$ cat config.mk
export PLATFORM = sky130hd
export DESIGN_NAME = prio_event_ctrl
export DESIGN_NICKNAME = d
export VERILOG_FILES = /design/src/rtl/prio_event_pkg.sv /design/src/rtl/prio_first_set.sv /design/src/rtl/prio_event_arb.sv /design/src/rtl/prio_event_ctrl.sv
export SDC_FILE = /design/constraint.sdc
export NUM_CORES = 1
export LEC_CHECK = 0
export ABC_AREA = 1
export BUFFER_PORTS_ARGS = -buffer_cell sky130_fd_sc_hd__buf_2
export CAP_MARGIN = 15
export CORE_ASPECT_RATIO = 1.25
export CORE_MARGIN = 2
export CORE_UTILIZATION = 45
export DETAILED_ROUTE_END_ITERATION = 16
export GPL_TIMING_DRIVEN = 1
export PLACE_DENSITY_LB_ADDON = 0.08
export SLEW_MARGIN = 0
export SYNTH_ARGS = -nofsm -noshare
export SYNTH_HDL_FRONTEND = slang
export SYNTH_HIERARCHICAL = 1
export SYNTH_SLANG_ARGS = --single-unit
$ cat constraint.sdc
create_clock -name clk -period 5.2 [get_ports clk]
set_input_delay 1.56 -clock clk [delete_from_list [all_inputs] [get_ports clk]]
set_output_delay 1.56 -clock clk [all_outputs]
set_load 0.005 [all_outputs]
$ cat src/rtl/prio_event_pkg.sv
`timescale 1ns/1ps
// Shared constants of the prioritized event controller.
// Assumes levels below FIRST_USER are reserved and cannot be raised by software.
package prio_event_pkg;
    localparam int unsigned NUM_LVL    = 16;
    localparam int unsigned GLOBAL_BIT = 4;
    localparam int unsigned FIRST_USER = 5;
endpackage

$ cat src/rtl/prio_first_set.sv
`timescale 1ns/1ps
// Finds the lowest-numbered set bit of a vector (the most urgent level).
// Assumes W >= 2; idx is zero when found is low.
module prio_first_set #(
    parameter int unsigned W  = 16,
    parameter int unsigned IW = $clog2(W)
) (
    input  logic [W-1:0]  vec,
    output logic          found,
    output logic [IW-1:0] idx
);
    // Scan from the top so the lowest set index is the one kept.
    always_comb begin
        found = 1'b0;
        idx   = '0;
        for (int i = W - 1; i >= 0; i--) begin
            if (vec[i]) begin
                found = 1'b1;
                idx   = IW'(i);
            end
        end
    end
endmodule

$ cat src/rtl/prio_event_arb.sv
`timescale 1ns/1ps
// Arbitration: chooses the most urgent requested and enabled level, and
// allows entry only above all active handlers, with the lock clear and no return.
// Assumes latch/mask/pend are registered state; purely combinational.
module prio_event_arb #(
    parameter int unsigned NUM_LVL    = 16,
    parameter int unsigned GLOBAL_BIT = 4,
    parameter int unsigned FIRST_USER = 5,
    localparam int unsigned LVL_W     = $clog2(NUM_LVL)
) (
    input  logic [NUM_LVL-1:0] latch,
    input  logic [NUM_LVL-1:0] mask,
    input  logic [NUM_LVL-1:0] pend,
    input  logic               rti_pulse,
    output logic               go,
    output logic [LVL_W-1:0]   go_lvl,
    output logic               top_found,
    output logic [LVL_W-1:0]   top_lvl
);
    localparam logic [NUM_LVL-1:0] USER_BITS = {NUM_LVL{1'b1}} << FIRST_USER;

    logic [NUM_LVL-1:0] cand;
    logic [NUM_LVL-1:0] active_user;
    logic               cand_found;

    // Qualify requests by enables and restrict both words to software levels.
    always_comb begin
        cand        = latch & mask & USER_BITS;
        active_user = pend & USER_BITS;
    end

    prio_first_set #(.W(NUM_LVL)) u_cand_enc (
        .vec   (cand),
        .found (cand_found),
        .idx   (go_lvl)
    );

    prio_first_set #(.W(NUM_LVL)) u_pend_enc (
        .vec   (active_user),
        .found (top_found),
        .idx   (top_lvl)
    );

    // Entry needs strict preemption, a clear nesting lock and no return this cycle.
    always_comb begin
        go = cand_found && !pend[GLOBAL_BIT] && !rti_pulse &&
             (!top_found || (go_lvl < top_lvl));
    end
endmodule

$ cat src/rtl/prio_event_ctrl.sv
`timescale 1ns/1ps
// Prioritized nested event controller: holds the request, enable and active
// words, applies raises, enable updates, lock release and returns, and issues
// a registered entry pulse with level and handler address.
// Assumes one raise per cycle; levels below FIRST_USER are ignored.
module prio_event_ctrl #(
    parameter int unsigned NUM_LVL = prio_event_pkg::NUM_LVL,
    parameter int unsigned ADDR_W  = 32,
    localparam int unsigned LVL_W  = $clog2(NUM_LVL)
) (
    input  logic               clk,
    input  logic               rst_n,
    input  logic               raise_valid,
    input  logic [LVL_W-1:0]   raise_level,
    input  logic               gdis_pulse,
    input  logic               gen_pulse,
    input  logic [NUM_LVL-1:0] gen_mask,
    input  logic               mask_wr,
    input  logic [NUM_LVL-1:0] mask_wdata,
    input  logic               ret_saved,
    input  logic               rti_pulse,
    input  logic [ADDR_W-1:0]  vec_base,
    output logic               take_pulse,
    output logic [LVL_W-1:0]   take_level,
    output logic [ADDR_W-1:0]  take_vector,
    output logic [NUM_LVL-1:0] latch_word,
    output logic [NUM_LVL-1:0] mask_word,
    output logic [NUM_LVL-1:0] pend_word
);
    localparam int unsigned GBIT = prio_event_pkg::GLOBAL_BIT;
    localparam int unsigned FUSR = prio_event_pkg::FIRST_USER;
    localparam logic [LVL_W-1:0] FIRST_LVL = LVL_W'(FUSR);

    logic [NUM_LVL-1:0] latch_q, latch_n;
    logic [NUM_LVL-1:0] mask_q, mask_n;
    logic [NUM_LVL-1:0] pend_q, pend_n;
    logic               go, top_found, raise_ok;
    logic [LVL_W-1:0]   go_lvl, top_lvl;

    prio_event_arb #(
        .NUM_LVL    (NUM_LVL),
        .GLOBAL_BIT (GBIT),
        .FIRST_USER (FUSR)
    ) u_arb (
        .latch     (latch_q),
        .mask      (mask_q),
        .pend      (pend_q),
        .rti_pulse (rti_pulse),
        .go        (go),
        .go_lvl    (go_lvl),
        .top_found (top_found),
        .top_lvl   (top_lvl)
    );

    // Next request word: entry clears, a raise sets (raise wins on the same level).
    always_comb begin
        raise_ok = raise_valid && (raise_level >= FIRST_LVL);
        latch_n  = latch_q;
        if (go)       latch_n[go_lvl]      = 1'b0;
        if (raise_ok) latch_n[raise_level] = 1'b1;
    end

    // Next active word: return retires the most urgent handler, entry sets level and lock.
    always_comb begin
        pend_n = pend_q;
        if (rti_pulse && top_found) pend_n[top_lvl] = 1'b0;
        if (ret_saved)              pend_n[GBIT]    = 1'b0;
        if (go) begin
            pend_n[go_lvl] = 1'b1;
            pend_n[GBIT]   = 1'b1;
        end
    end

    // Next enable word: direct write over enable pulse over disable pulse.
    always_comb begin
        mask_n = mask_q;
        if (mask_wr)         mask_n = mask_wdata;
        else if (gen_pulse)  mask_n = gen_mask;
        else if (gdis_pulse) mask_n = '0;
    end

    // State registers and registered entry outputs.
    always_ff @(posedge clk) begin
        if (!rst_n) begin
            latch_q     <= '0;
            mask_q      <= '0;
            pend_q      <= '0;
            take_pulse  <= 1'b0;
            take_level  <= '0;
            take_vector <= '0;
        end else begin
            latch_q    <= latch_n;
            mask_q     <= mask_n;
            pend_q     <= pend_n;
            take_pulse <= go;
            if (go) begin
                take_level  <= go_lvl;
                take_vector <= vec_base + ADDR_W'({go_lvl, 2'b00});
            end
        end
    end

    assign latch_word = latch_q;
    assign mask_word  = mask_q;
    assign pend_word  = pend_q;
endmodule

After elaboration in Yosys (flattened, before gate mapping)
Cells that the tools add are included.

Add/subtract/negate cells: 1. Order comparisons: 8. Multiplexer cells: 58. Bitwise operators: 7. Reduce and logical (&&, ||, !) cells: 13.

Operators by type and width (count): 16-bit two-way mux (7); 4-bit two-way mux (22); 16-bit bitwise AND (3); 32-bit by 6-bit adder with 32-bit output (1); 16-bit inverter (2); 16-bit OR (2); 1-bit two-way mux (26); 4-bit by 5-bit less-than comparator with 1-bit output, second input constant (3); 1-bit demux with 4-bit select (3); 4-bit by 1-bit >= comparator with 1-bit output, second input constant (3); 1-bit logical AND (8); 4-bit by 3-bit >= comparator with 1-bit output, second input constant (1); 4-bit less-than comparator (1); 1-bit zero test (3); 3-bit nonzero test (1); 1-bit logical OR (1).

Bits in registers: 85. Bits of input ports: 76. Output and inout port bits: 85.

Logic depth before layout (Yosys ltp)
Depth in word-level cells: 21. Gate-level depth with buffers: 30. Depth with buffers taken out: 29.

Cells and area by module
The synthesis kept the hierarchy.

Modules (own cells, without submodules): prio_event_ctrl (instances 1, cells an instance 674, area an instance 4370.4 um^2, sequential area each 1701.6 um^2); prio_first_set (instances 2, cells an instance 49, area an instance 209.0 um^2, sequential area each 0.0 um^2); prio_event_arb (instances 1, cells an instance 42, area an instance 190.2 um^2, sequential area each 0.0 um^2).

Least setup slack after synthesis
Ideal clock, no wire load.

Path type: input -> register. Start: input vec_base[2]. End: register take_vector[16]. Library setup time: 109 ps. Data arrival time: 2876 ps. Path slack: 2215 ps. Stages: 11. Buffers on the path: 0. Cells stage by stage: ha_1 -> inv_1 -> fa_1 -> o21ai_2 -> nand2_2 -> nor2_4 -> nand3_1 -> nand2_1 -> nand3_1 -> nand2_1 -> inv_1.

Cells in the longest elaborated chain, start to end: 1.

Ends and longest elaborated chain: start: declaration (line prio_event_ctrl.sv:22) `input logic [ADDR_W-1:0] vec_base,`; 32-bit by 6-bit adder with 32-bit output (line prio_event_ctrl.sv:98) `take_vector <= vec_base + ADDR_W'({go_lvl, 2'b00});`; end signal: assignment (line prio_event_ctrl.sv:98); end: declaration (line prio_event_ctrl.sv:25) `output logic [ADDR_W-1:0] take_vector,`.

Every way passes these cells. A chain may end at the register's enable or synchronous reset.

Final worst setup path
Start: register pend_q[15], in the netlist pend_word[15]. End: register latch_q[5], in the netlist latch_word[5].

Cells in the longest elaborated chain, start to end: 17. Elaborated cells on any way between the ends: 29. Those cells by class: order compare (1); mux (24); bitwise (1); reduce/logical (3).

Ends and longest elaborated chain: start: declaration (line prio_event_ctrl.sv:36) `logic [NUM_LVL-1:0] pend_q, pend_n;`; start signal: assignment (line prio_event_ctrl.sv:94) `pend_q <= pend_n;`; 4-bit two-way mux (*) (11 in a row) (line prio_first_set.sv:17) `if (vec[i]) begin`; named net top_lvl[1] (line prio_event_ctrl.sv:38) `logic [LVL_W-1:0] go_lvl, top_lvl;`; 4-bit less-than comparator (*) (line prio_event_arb.sv:47) `(!top_found || (go_lvl < top_lvl));`; 1-bit logical OR (*) (line prio_event_arb.sv:47); 1-bit logical AND (*) (line prio_event_arb.sv:46) `go = cand_found && !pend[GLOBAL_BIT] && !rti_pulse &&`; named net go (line prio_event_ctrl.sv:37) `logic go, top_found, raise_ok;`; 16-bit two-way mux (*) (line prio_event_ctrl.sv:59) `if (go) latch_n[go_lvl] = 1'b0;`; 16-bit OR (no line); 16-bit two-way mux (*) (line prio_event_ctrl.sv:60) `if (raise_ok) latch_n[raise_level] = 1'b1;`; end signal: assignment (line prio_event_ctrl.sv:92) `latch_q <= latch_n;`; end: declaration (line prio_event_ctrl.sv:34) `logic [NUM_LVL-1:0] latch_q, latch_n;`.

Mark *: on every way through the listed nets, which the timed path passes. The rest lies on a longest branch.

==> impl_metrics.csv <==
group,metric,value,unit
status,status,"finished, final reports clean",
yosys,synth_cells,814,
clocking,cts_setup_buffers,0,
global_route,grt-ovfl-total,0,
route,drc,0,
global_route,grt_pass1_vias,5059,
finish,diodes,0,
clocking,cts_num_sinks,85,
power,pwr_density_cell,267,nW/um2
power,vdd_drop_max,0.133,mV
hold_path,whs_endpoint,"latch_word[0]$_SDFF_PN0_",
die,rows,42,
yosys,synth-edff-count,0,
clocking,cts_tree,"yes",
power,p_leak,3.37,nW
setup_path,reg2reg_depth,20,
clocking,clock_latency,0.34,ns
place,dp_hpwl,11400,um
place,placement.io_buffers,160,
yosys,syn_area,4980,um2
yosys,async_flop_share,0,
timing,relSlewSlack,0.343,
run,cap_violations,0,
timing,setup_viol,0,
finish,nNetsFinal,1068,
clocking,htree_levels,3,
route,vias_per_cell,4.88,
die,dieHeight,122,um
route,drt_iter0_drc,224,
route,drtAntennaViolNets,0,
place,post_dp_cell_area,5920,um2
timing,rsz0062_at_grt,"no",
setup_path,r2r-start,"pend_word[15]$_SDFF_PN0_",
setup_path,endpoint_kind,"flop",
timing,period_share,0.655,
route,drtPass1Iterations,7,
clocking,cts.clk_slew.worst_paths,0.06,ns
die,boundaryPins,161,
global_route,grt.total_usage,0.246,
route,drt-total-wl,14800,um
clocking,ctsResizeCount,0,
global_route,grt_pass1_wl,23600,um
hold_path,hp-class,"reg2reg",
timing,setup_tns,0,ns
clocking,cts_hold_buf,0,
setup_path,crit_type,"reg2reg",
hold_path,hp-start,"latch_word[0]$_SDFF_PN0_",
place,place_congestion,0.916,
die,dieWidth,98.1,um
global_route,grt_max_degree,55,
timing,fmax,294,MHz
setup_path,critical_path.max_fanout,32,
route,num_vias,5475,
setup_path,worstPathArrival,3.59,ns
die,core_area,10700,um2
timing,worst_pin_slew,0.984,ns
clocking,numCtsBuffers,9,
finish,areaGrowthSynthToFinish,25.4,%
yosys,ys.flop_type,"dfxtp_1",
yosys,synth_seq_cells,85,
yosys,yosysWarnings,6,
die,start_util,0.467,
power,finalPower,0.00167,W
timing,hold_viol,0,
timing,period_needed,3.40,ns
timing,slew_violations,0,
setup_path,startpoint_type,"flop",
setup_path,crit_required,5.38,ns
die,dieArea,11900,um2
yosys,syn_area_per_cell,6.12,um2
hold_path,min_path_cells,2,
finish,final_area,6240,um2
global_route,grt_antenna_before_repair,0,
finish,drive_gt1_frac,0.210,
clocking,root_buffer,"clkbuf_16",
yosys,synth_cell_types,37,
setup_path,r2r_end,"latch_word[5]$_SDFF_PN0_",
timing,finClkSkew,0.00762,ns
setup_path,ff2ff_setup_slack,1.80,ns
yosys,synth_seq_area_share,0.342,
route,routedWlPerCell,13.2,um
clocking,cts_buffer_depth,2,
-- cells in the final DEF, fill, tap and decap left out, types with 2 or more instances in the layout --
cell type   synthesis  routed
clkbuf_16           0       9
a21oi_1            38      38
o21ai_0            31      31
buf_2               8     160
nand3b_1            5       5
or2_1               2       2
xor2_1              3       3
clkinvlp_4          0       2
inv_2              13      13
a31oi_1            17      17
dfxtp_1            85      85
nand2_1           272     272
bufinv_16           0       2
nand2_2             5       5
nor3_1              9       9
inv_1             111     111
conb_1              1      20
o31ai_1             2       2
nor4_1              2       2
clkbuf_1           11       2
and3_1              3       3
nand3_1            66      66
ha_1                7       7
nand4_1             8       8
nor2_2              3       3
o21ai_2             2       2
xnor2_1             3       3
o211ai_1            3       3
a21oi_2             4       3
nor2_4              4       4
buf_4               1       2
nor2_1             87      87
-- flip-flops by register name (all words and copies together) (netlist names) --
| name | cells |
|---|---|
| latch_word | 16 |
| mask_word | 16 |
| pend_word | 16 |
| take_level | 4 |
| take_pulse | 1 |
| take_vector | 32 |
-- area by class of cell --
| cell class | count | area [um2] |
|---|---|---|
| fill | 1139 | 4430 |
| multi-input combinational | 602 | 2780 |
| sequential | 85 | 1700 |
| timing repair buffer | 162 | 816 |
| inverter | 124 | 465 |
| clock buffer | 11 | 233 |
| tap | 132 | 165 |
| clock inverter | 5 | 83.8 |
-- cell usage after synthesis (2+ instances only) --
library cell | number | area share
clkbuf_1 | 11 | 0.0083
inv_1 | 111 | 0.084
inv_2 | 13 | 0.0098
nor3_1 | 9 | 0.0090
nand2_2 | 5 | 0.0063
nand2_1 | 272 | 0.21
ha_1 | 7 | 0.018
a31oi_1 | 17 | 0.021
and3_1 | 3 | 0.0038
nand4_1 | 8 | 0.010
nor2_1 | 87 | 0.066
o21ai_2 | 2 | 0.0035
o211ai_1 | 3 | 0.0045
or2_1 | 2 | 0.0025
o31ai_1 | 2 | 0.0030
nor4_1 | 2 | 0.0025
dfxtp_1 | 85 | 0.34
xor2_1 | 3 | 0.0053
nor2_2 | 3 | 0.0038
nor2_4 | 4 | 0.0090
a21oi_2 | 4 | 0.0070
o21ai_0 | 31 | 0.031
a21oi_1 | 38 | 0.038
buf_2 | 8 | 0.0080
xnor2_1 | 3 | 0.0053
nand3_1 | 66 | 0.066
nand3b_1 | 5 | 0.0075
-- worst max-delay path: stages, from the launching register on --
cell	delay [ns]
dfxtp_1	0.36
or2_1	0.16
nand3_1	0.08
nand3_1	0.07
nand3_1	0.06
nand3_1	0.06
a21oi_1	0.06
nor3_1	0.49
inv_1	0.10
ha_1	0.29
nand2_1	0.07
nand2_1	0.04
nand2_1	0.05
nand2_1	0.07
a21oi_4	0.43
buf_4	0.42
nand2_1	0.10
inv_1	0.11
nand2_1	0.09
nand2_1	0.08
a21oi_1	0.06
-- stage by stage --
| step | hold slack, ns | util | setup slack (ns) | instances |
|---|---|---|---|---|
| 4_1_cts | 0.467 | 0.585 | 1.79 | 1121 |
| 2_1_floorplan | 0.428 | - | 2.21 | 833 |
| 3_5_place_dp | 0.457 | 0.555 | 1.81 | 1105 |
| 3_3_place_gp | 0.449 | 0.555 | 1.87 | 1105 |
| 6_report | 0.464 | 0.585 | 1.80 | 1121 |
| 5_1_grt | 0.483 | 0.585 | 1.34 | 1121 |
-- cells by family after synthesis --
logic type / count (synthesis) / synth area share
buffers and inverters: 146 / 0.116
other: 1 / 0.000753
AND/OR/NAND/NOR: 469 / 0.397
flip-flops: 85 / 0.342
AO/OA/AOI/OAI: 99 / 0.112
adder cells (fa/ha/maj): 8 / 0.0216
XOR/XNOR: 6 / 0.0106
-- layer usage --
metal / up-vias / GRT usage / routed length [um]
li1: 2881 / - / -
met1: 2394 / 0.285 / 6040
met2: 171 / 0.440 / 7420
met3: 29 / 0.0453 / 888
met4: 0 / 0.109 / 434
met5: - / 0 / 0
-- where the power goes --
group / total, W / switching, W / internal [W] / leakage, nW
logic: 0.000257 / 0.000155 / 0.000101 / 2.53
clock network: 0.000693 / 0.000270 / 0.000423 / 0.146
registers: 0.000716 / 0.0000234 / 0.000692 / 0.695
-- worst max path at each step --
stage,from,endpoint,slack [ns],depth (start not counted)
global placement,latch_word[15]$_SDFF_PN0_,latch_word[9]$_SDFF_PN0_,1.87,15
finish,pend_word[15]$_SDFF_PN0_,latch_word[5]$_SDFF_PN0_,1.80,20
global route,pend_word[15]$_SDFF_PN0_,latch_word[5]$_SDFF_PN0_,1.34,20
floorplan,vec_base[2],take_vector[16]$_SDFFE_PN0P_,2.21,11
detailed placement,latch_word[15]$_SDFF_PN0_,latch_word[5]$_SDFF_PN0_,1.81,15
CTS,latch_word[15]$_SDFF_PN0_,latch_word[5]$_SDFF_PN0_,1.79,17
(Power assumes the default switching activity.)
